[src/rtl/sar_rd_pkg.sv]
package sar_rd_pkg;

  typedef enum logic [1:0] {
    ST_IDLE,
    ST_LOW,
    ST_HIGH,
    ST_TAIL
  } rd_state_t;

  // Command bits sent ahead of the reply (0 for receive-only variants)
  function automatic int cmd_width(input int channels);
    return (channels > 1) ? 8 : 0;
  endfunction

  // Reply length in whole bytes, expressed in bits
  function automatic int reply_width(input int res_bits);
    return ((res_bits + 7) / 8) * 8;
  endfunction

  // Position of the result LSB inside the received reply word
  function automatic int result_lsb(input int channels, input int res_bits);
    return reply_width(res_bits) - res_bits - ((channels > 1) ? 0 : 3);
  endfunction

  function automatic bit result_signed(input int res_bits);
    return res_bits == 13;
  endfunction

endpackage

[src/rtl/sar_rd_tick.sv]
module sar_rd_tick #(
  parameter int HALF_DIV = 2
) (
  input  logic clk,
  input  logic rst,
  input  logic run,
  output logic tick
);
  localparam int CNT_W = $clog2(HALF_DIV) + 1;

  logic [CNT_W-1:0] cnt;

  assign tick = run && (cnt == CNT_W'(HALF_DIV - 1));

  always_ff @(posedge clk) begin
    if (rst || !run) begin
      cnt <= '0;
    end else if (tick) begin
      cnt <= '0;
    end else begin
      cnt <= cnt + 1'b1;
    end
  end
endmodule

[src/rtl/sar_rd_cmd.sv]
module sar_rd_cmd #(
  parameter int CHANNELS = 8,
  parameter int CH_W     = 3
) (
  input  logic [CH_W-1:0] chan,
  input  logic            diff,
  output logic [7:0]      cmd
);
  // Start marker sits two places higher on the larger-count parts
  localparam int START_POS = (CHANNELS == 2) ? 4 : 6;

  logic [7:0] field;

  always_comb begin
    field = 8'((8'(chan) % 8'(CHANNELS)) << 2);
    cmd   = field;
    cmd[START_POS]     = 1'b1;
    cmd[START_POS - 1] = ~diff;
  end
endmodule

[src/rtl/sar_rd_extract.sv]
module sar_rd_extract #(
  parameter int CHANNELS = 8,
  parameter int RES_BITS = 12,
  parameter int DATA_W   = 16,
  parameter int RX_W     = 16
) (
  input  logic [RX_W-1:0]   rx,
  output logic [DATA_W-1:0] value
);
  import sar_rd_pkg::*;

  localparam int LSB = result_lsb(CHANNELS, RES_BITS);

  logic [RES_BITS-1:0] raw;

  assign raw = RES_BITS'(rx >> LSB);

  generate
    if (result_signed(RES_BITS)) begin : g_sext
      assign value = {{(DATA_W - RES_BITS){raw[RES_BITS-1]}}, raw};
    end else begin : g_zext
      assign value = {{(DATA_W - RES_BITS){1'b0}}, raw};
    end
  endgenerate
endmodule

[src/rtl/sar_spi_reader.sv]
module sar_spi_reader #(
  parameter int CHANNELS = 8,
  parameter int RES_BITS = 12,
  parameter int DATA_W   = 16,
  parameter int CH_W     = 3,
  parameter int HALF_DIV = 2
) (
  input  logic              clk,
  input  logic              rst,
  input  logic              start_i,
  input  logic [CH_W-1:0]   chan_i,
  input  logic              diff_i,
  output logic              sclk_o,
  output logic              cs_n_o,
  output logic              mosi_o,
  input  logic              miso_i,
  output logic [DATA_W-1:0] data_o,
  output logic              valid_o
);
  import sar_rd_pkg::*;

  localparam int CMD_W = cmd_width(CHANNELS);
  localparam int RX_W  = reply_width(RES_BITS);
  localparam int TOT   = CMD_W + RX_W;
  localparam int BIT_W = $clog2(TOT);
  localparam logic [BIT_W-1:0] LAST_BIT = BIT_W'(TOT - 1);

  rd_state_t         state;
  logic [TOT-1:0]    frame;
  logic [TOT-1:0]    tx_sh;
  logic [RX_W-1:0]   rx_sh;
  logic [BIT_W-1:0]  bit_idx;
  logic [DATA_W-1:0] value;
  logic              tick;

  generate
    if (CMD_W > 0) begin : g_cmd
      logic [7:0] cmd;
      sar_rd_cmd #(
        .CHANNELS (CHANNELS),
        .CH_W     (CH_W)
      ) u_cmd (
        .chan (chan_i),
        .diff (diff_i),
        .cmd  (cmd)
      );
      assign frame = {cmd, {RX_W{1'b0}}};
    end else begin : g_nocmd
      assign frame = '0;
    end
  endgenerate

  sar_rd_tick #(
    .HALF_DIV (HALF_DIV)
  ) u_tick (
    .clk  (clk),
    .rst  (rst),
    .run  (state != ST_IDLE),
    .tick (tick)
  );

  sar_rd_extract #(
    .CHANNELS (CHANNELS),
    .RES_BITS (RES_BITS),
    .DATA_W   (DATA_W),
    .RX_W     (RX_W)
  ) u_extract (
    .rx    (rx_sh),
    .value (value)
  );

  always_ff @(posedge clk) begin
    if (rst) begin
      state   <= ST_IDLE;
      cs_n_o  <= 1'b1;
      sclk_o  <= 1'b0;
      mosi_o  <= 1'b0;
      valid_o <= 1'b0;
      data_o  <= '0;
      tx_sh   <= '0;
      rx_sh   <= '0;
      bit_idx <= '0;
    end else begin
      valid_o <= 1'b0;
      unique case (state)
        ST_IDLE: begin
          if (start_i) begin
            state   <= ST_LOW;
            cs_n_o  <= 1'b0;
            tx_sh   <= frame;
            mosi_o  <= frame[TOT-1];
            bit_idx <= '0;
          end
        end
        ST_LOW: begin
          if (tick) begin
            sclk_o <= 1'b1;
            rx_sh  <= {rx_sh[RX_W-2:0], miso_i};
            state  <= ST_HIGH;
          end
        end
        ST_HIGH: begin
          if (tick) begin
            sclk_o <= 1'b0;
            if (bit_idx == LAST_BIT) begin
              mosi_o <= 1'b0;
              state  <= ST_TAIL;
            end else begin
              bit_idx <= bit_idx + 1'b1;
              tx_sh   <= {tx_sh[TOT-2:0], 1'b0};
              mosi_o  <= tx_sh[TOT-2];
              state   <= ST_LOW;
            end
          end
        end
        ST_TAIL: begin
          if (tick) begin
            cs_n_o  <= 1'b1;
            valid_o <= 1'b1;
            data_o  <= value;
            state   <= ST_IDLE;
          end
        end
        default: state <= ST_IDLE;
      endcase
    end
  end
endmodule

[config.mk]
export PLATFORM = sky130hd
export DESIGN_NAME = sar_spi_reader
export DESIGN_NICKNAME = d
export VERILOG_FILES = /design/src/rtl/sar_rd_pkg.sv /design/src/rtl/sar_rd_tick.sv /design/src/rtl/sar_rd_cmd.sv /design/src/rtl/sar_rd_extract.sv /design/src/rtl/sar_spi_reader.sv
export SDC_FILE = /design/constraint.sdc
export NUM_CORES = 1
export LEC_CHECK = 0
export ABC_AREA = 1
export BUFFER_PORTS_ARGS = -buffer_cell sky130_fd_sc_hd__buf_2
export CAP_MARGIN = 10
export CORE_MARGIN = 2
export CORE_UTILIZATION = 57
export DETAILED_ROUTE_END_ITERATION = 10
export GPL_ROUTABILITY_DRIVEN = 1
export GPL_TIMING_DRIVEN = 0
export PLACE_DENSITY = 0.87
export SYNTH_ARGS = -nofsm -noshare
export SYNTH_HDL_FRONTEND = slang
export SYNTH_HIERARCHICAL = 1
export SYNTH_SLANG_ARGS = --single-unit
export TNS_END_PERCENT = 5
[constraint.sdc]
create_clock -name clk -period 2.4 [get_ports clk]
set_clock_uncertainty 0.15 [all_clocks]
set_input_delay 0.36 -clock clk [delete_from_list [all_inputs] [get_ports clk]]
set_output_delay 0.36 -clock clk [all_outputs]
set_load 0.02 [all_outputs]
After elaboration in Yosys (flattened, before gate mapping)
Cells that the tools add are included.
{"block": "totals", "register_bits": 64, "input_bits": 8, "output_inout_bits": 20, "word_cells": 64}
{"block": "classes", "add_sub_neg": 2, "eq_ne": 10, "mux": 23, "bitwise": 2, "n_reduce_logical": 17}
{"op": "23-bit two-way mux", "count": 3}
{"op": "23-bit one-hot mux with 2 select lines", "count": 1}
{"op": "5-bit two-way mux", "count": 3}
{"op": "2-bit two-way mux", "count": 5}
{"op": "2-bit != test, second input constant", "count": 5}
{"op": "5-bit one-hot mux with 2 select lines", "count": 1}
{"op": "3-bit AND reduction", "count": 3}
{"op": "2-bit one-hot mux with 4 select lines", "count": 1}
{"op": "4-bit AND reduction", "count": 2}
{"op": "2-bit nonzero test", "count": 4}
{"op": "1-bit two-way mux", "count": 6}
{"op": "1-bit one-hot mux with 2 select lines", "count": 3}
{"op": "5-bit by 1-bit adder with 5-bit output, second input constant", "count": 1}
{"op": "5-bit equality test, second input constant", "count": 1}
{"op": "2-bit by 1-bit equality test with 1-bit output, second input constant", "count": 2}
{"op": "2-bit equality test, second input constant", "count": 2}
{"op": "2-bit AND reduction", "count": 2}
{"op": "2-bit OR reduction", "count": 2}
{"op": "2-bit by 1-bit adder with 2-bit output, second input constant", "count": 1}
{"op": "2-bit logical NOT", "count": 1}
{"op": "1-bit NOT", "count": 2}
{"op": "1-bit logical AND", "count": 1}
{"op": "1-bit logical NOT", "count": 1}
{"op": "1-bit logical OR", "count": 1}

Logic depth before layout (Yosys ltp)
{"block": "logic_depth", "word_depth": 4, "depth_mapped": 11, "ltp_nobuf": 10}

Cells and area by module
The synthesis kept the hierarchy.
{"mod": "sar_spi_reader", "n_inst": 1, "cells_per_inst": 283, "area_per_inst_um2": 2011.9, "seq_area_each_um2": 1001.0}
{"mod": "sar_rd_extract", "n_inst": 1, "cells_per_inst": 17, "area_per_inst_um2": 123.9, "seq_area_each_um2": 0.0}
{"mod": "sar_rd_tick", "n_inst": 1, "cells_per_inst": 11, "area_per_inst_um2": 88.8, "seq_area_each_um2": 40.0}
{"mod": "sar_rd_cmd", "n_inst": 1, "cells_per_inst": 10, "area_per_inst_um2": 63.8, "seq_area_each_um2": 0.0}

Least setup slack after synthesis
Ideal clock, no wire load.
{"block": "synth_timing", "path_kind": "reg-to-reg", "startpoint": "reg state[0]", "endpoint": "reg data_o[0]", "setup_time_ns": 0.113, "t_arrival_ns": 1.438, "required_ns": 2.137, "setup_slack_ns": 0.700, "path_stages_with_launch": 11, "n_path_buf": 1, "synth_period_minus_slack_ns": 1.700, "cell_sequence": "dfxtp_1 > nor2_1 > inv_1 > nand2_1 > inv_1 > nand2_2 > o21ai_0 > inv_2 > buf_2 > nand2_1 > nand2_1"}
{"block": "synth_between", "elab_chain_len": 3, "word_cells_on_any_way": 4, "classes_between": "eq/ne (1); reduce/logical (3)"}
{"element": "start, declared", "line_no": "sar_spi_reader.sv:28", "rtl": "rd_state_t state;"}
{"element": "start signal, assigned", "line_no": "sar_spi_reader.sv:74", "rtl": "state <= ST_IDLE;"}
{"element": "start signal, assigned", "line_no": "sar_spi_reader.sv:88", "rtl": "state <= ST_LOW;"}
{"element": "start signal, assigned", "line_no": "sar_spi_reader.sv:99", "rtl": "state <= ST_HIGH;"}
{"element": "2-bit nonzero test", "line_no": "sar_spi_reader.sv:58", "rtl": ".run (state != ST_IDLE),"}
{"element": "1-bit logical AND", "line_no": "sar_rd_tick.sv:13", "rtl": "assign tick = run && (cnt == CNT_W'(HALF_DIV - 1));"}
{"element": "via tick", "line_no": "sar_spi_reader.sv:34", "rtl": "logic tick;"}
{"element": "2-bit AND reduction (no line)"}
{"element": "end signal, assigned", "line_no": "sar_spi_reader.sv:120", "rtl": "data_o <= value;"}
{"element": "end, declared", "line_no": "sar_spi_reader.sv:17", "rtl": "output logic [DATA_W-1:0] data_o,"}
The timed path passes the listed nets, and every way through them passes these cells.
A chain may end at the register's enable or synchronous reset.

Final worst setup path
{"block": "layout_timing", "startpoint": "reg state[0]", "endpoint": "reg rx_sh[12]"}
{"block": "layout_between", "elab_chain_len": 3, "word_cells_on_any_way": 4, "classes_between": "eq/ne (1); reduce/logical (3)"}
{"element": "2-bit nonzero test", "line_no": "sar_spi_reader.sv:58"}
{"element": "1-bit logical AND", "line_no": "sar_rd_tick.sv:13"}
{"element": "via tick", "line_no": "sar_spi_reader.sv:34"}
{"element": "2-bit AND reduction (no line)"}
{"element": "end signal, assigned", "line_no": "sar_spi_reader.sv:98", "rtl": "rx_sh <= {rx_sh[RX_W-2:0], miso_i};"}
{"element": "end, declared", "line_no": "sar_spi_reader.sv:31", "rtl": "logic [RX_W-1:0] rx_sh;"}
The timed path passes the listed nets, and every way through them passes these cells.

==> load_flow_metrics.sql <==
INSERT INTO impl_metrics (metric_group, metric, value, unit) VALUES
('cells_and_area', 'final-seq-area', '1040', 'sq um'),
('sta', 'final_min_period_over_clock_period', '0.807', ''),
('detailed_routing', 'drc', '0', ''),
('setup_path', 'crit_arrival', '2.00', 'ns'),
('logic_synthesis', 'largest_family_of_logic_cells_by_synthesized_area', 'simple AND/OR/NAND/NOR gates', ''),
('global_routing', 'global_route_wire_length_before_repair', '6750', 'um'),
('global_routing', 'antenna_found_initial', '0', ''),
('cts', 'clock_root_cell', 'clkbuf_8', ''),
('detailed_routing', 'detail-route-antenna-nets', '0', ''),
('logic_synthesis', 'synth_seq_cells', '52', ''),
('logic_synthesis', 'yosysSeqAreaShare', '0.455', ''),
('floorplanning', 'core', '3940', 'sq um'),
('detailed_routing', 'via_count', '1913', ''),
('setup_path', 'cp_cell_sequence', 'nor2_1 > inv_1 > nand2_1 > inv_1 > nand2_2 > nor2_4 > inv_2 > buf_2 > nor2_1 > nor2_1', ''),
('status', 'outcome', 'completed', ''),
('sta', 'rsz0062_at_grt', 'no', ''),
('cells_and_area', 'num_antenna_cells', '0', ''),
('global_routing', 'grt_overflow', '0', ''),
('cells_and_area', 'final_area', '2580', 'sq um'),
('cts', 'cts_sinks', '52', ''),
('setup_path', 'cp.required', '2.47', 'ns'),
('hold_path', 'worstHoldPathType', 'in -> reg', ''),
('detailed_routing', 'avgRoutedWirePerCell', '10.2', 'um'),
('cts', 'post-cts-setup-buffers', '0', ''),
('setup_path', 'r2r_slack', '0.46', 'ns'),
('hold_path', 'hold_depth', '2', ''),
('detailed_routing', 'route.detailed.vias_per_inst', '4.69', ''),
('setup_path', 'crit_path_top_delay_cell', 'dfxtp_1', ''),
('logic_synthesis', 'syn_inst', '321', ''),
('setup_path', 'worst_r2r_path_depth', '10', ''),
('placed_design', 'hpwlAfterDp', '2890', 'um'),
('hold_path', 'hold_path.startpoint', 'rst', ''),
('sta', 'finalSetupViolations', '0', ''),
('logic_synthesis', 'avgSynthCellArea', '7.13', 'sq um'),
('pwr', 'vdd_drop_max', '0.000365', 'V'),
('cts', 'worst_skew_pair.late_latency', '0.31', 'ns'),
('sta', 'hold_viol_final', '0', ''),
('cells_and_area', 'post_route_cells_drive_above_1_share', '0.207', ''),
('floorplanning', 'die_w', '67.4', 'um'),
('cells_and_area', 'p_r_area_growth_vs_syn', '12.8', '%'),
('sta', 'tns', '0', 'ns'),
('pwr', 'power-per-cell-area', '665', 'nW/um^2'),
('sta', 'worst_hold_slack', '0.104', 'ns'),
('logic_synthesis', 'post_synthesis_compound_gate_area_fraction', '0.0733', ''),
('cts', 'clock_tree.buffer_depth', '2', ''),
('global_routing', 'first_global_vias', '1566', ''),
('hold_path', 'min_delay_endpoint', 'sclk_o$_SDFFE_PP0P_', ''),
('cts', 'numCtsBuffers', '5', ''),
('setup_path', 'crit_path_max_incr_delay', '0.54', 'ns'),
('logic_synthesis', 'post_synth_fa_ha_maj_area_fraction', '0.0109', ''),
('logic_synthesis', 'synth_mux_area_frac', '0', ''),
('detailed_routing', 'detail_route.iter0.violations', '109', ''),
('pwr', 'leakagePower', '1.42', 'nW'),
('sta', 'finalCriticalPeriod', '1.94', 'ns'),
('setup_path', 'critical_path.max_fanout', '10', ''),
('setup_path', 'crit_top_cell', 'nor2_1', ''),
('floorplanning', 'initial_core_util', '0.580', ''),
('placed_design', 'placed_cell_area', '2490', 'sq um'),
('logic_synthesis', 'netlist-cell-type-count', '26', ''),
('logic_synthesis', 'syn_area', '2290', 'sq um'),
('floorplanning', 'dieHeight', '67.4', 'um'),
('floorplanning', 'row_count', '23', ''),
('global_routing', 'grt_start_max_net_pins', '18', ''),
('sta', 'timing.final.max_slew_violations', '0', ''),
('floorplanning', 'fp.dieArea', '4540', 'sq um'),
('global_routing', 'global_route.usage.total', '0.199', ''),
('floorplanning', 'ios', '28', ''),
('cells_and_area', 'multi_input_area', '940', 'sq um'),
('cells_and_area', 'nFillCells', '361', ''),
('sta', 'fmaxAchievable', '0.516', 'GHz'),
('cts', 'clkSlewWorstSetupHoldPaths', '0.10', 'ns');
## cell families after synthesis
family,Yosys count
AND/OR/NAND/NOR,173
buffers and inverters,58
flip-flops,52
AO/OA/AOI/OAI,33
other,3
adder cells (fa/ha/maj),2
## synthesized netlist by cell type
library cell | instances | area, sq um
nor2_4 | 1 | 11.3
ha_1 | 2 | 25.0
clkbuf_1 | 1 | 3.75
nor2_8 | 1 | 20.0
buf_6 | 1 | 11.3
o211ai_1 | 1 | 7.51
nor3_1 | 1 | 5.00
inv_1 | 21 | 78.8
o21ai_0 | 25 | 125
buf_2 | 5 | 25.0
a21oi_1 | 6 | 30.0
o21ai_1 | 1 | 5.00
nand3_1 | 8 | 40.0
clkinv_1 | 1 | 3.75
nor2_1 | 65 | 244
nand2_1 | 92 | 345
or2_2 | 1 | 6.26
nand2_4 | 1 | 11.3
nand3_4 | 1 | 17.5
clkbuf_2 | 1 | 5.00
nand3_2 | 1 | 10.0
dfxtp_1 | 52 | 1040
conb_1 | 3 | 11.3
buf_4 | 25 | 188
inv_2 | 3 | 11.3
nand2_2 | 1 | 6.26
## metrics by stage
step	util	power, mW	std cells	setup WS, ns
detailed placement	0.632	1.22	400	0.479
global placement	0.632	1.21	400	0.544
global route	0.655	1.81	408	0.288
CTS	0.655	1.72	408	0.462
floorplan	-	1.17	326	0.700
finish	0.655	1.72	408	0.463
## cell type report
cell class | instances | share of cell area
Multi-Input combinational cell | 216 | 0.364
Buffer | 33 | 0.0902
Tap cell | 50 | 0.0242
Timing Repair Buffer | 24 | 0.0465
Clock inverter | 3 | 0.00873
Sequential cell | 52 | 0.403
Inverter | 25 | 0.0364
Clock buffer | 5 | 0.0267
## registers in the layout (all words and copies together) (netlist names)
| name | cells |
|---|---|
| mosi_o | 1 |
| tx_sh | 7 |
| bit_idx | 5 |
| data_o | 16 |
| rx_sh | 16 |
| cs_n_o | 1 |
| sclk_o | 1 |
| state | 2 |
| valid_o | 1 |
| u_tick/cnt | 2 |
## worst max-delay path: cells and delay by family (launching register included)
family | cells | cell delay, ns
buf+inv | 4 | 0.52
flops | 1 | 0.54
simple gates | 6 | 0.66
## worst max path at each step
stage,startpoint,endpoint,slack (ns),cells after the start
after detailed placement,state[1]$_SDFFE_PP0P_,data_o[2]$_SDFFE_PP0P_,0.48,11
after CTS,state[1]$_SDFFE_PP0P_,data_o[2]$_SDFFE_PP0P_,0.46,11
after global routing,state[0]$_SDFFE_PP0P_,rx_sh[12]$_SDFFE_PP0P_,0.29,10
final,state[0]$_SDFFE_PP0P_,rx_sh[12]$_SDFFE_PP0P_,0.46,10
after global placement,state[0]$_SDFFE_PP0P_,data_o[13]$_SDFFE_PP0P_,0.54,10
after floorplan,state[0]$_SDFFE_PP0P_,data_o[0]$_SDFFE_PP0P_,0.70,10
## per-layer routing
metal  track usage  part of all wire
met2         0.332              0.46
met1         0.241              0.48
met3        0.0600             0.047
met4        0.0765            0.0084
met5             0                 0
## power by group
group | total [mW] | leakage, nW | internal [mW] | switching (mW)
Sequential | 0.944 | 0.422 | 0.910 | 0.0343
Combinational | 0.265 | 0.948 | 0.104 | 0.160
Clock | 0.507 | 0.0485 | 0.209 | 0.298
(Power assumes the default switching activity.)
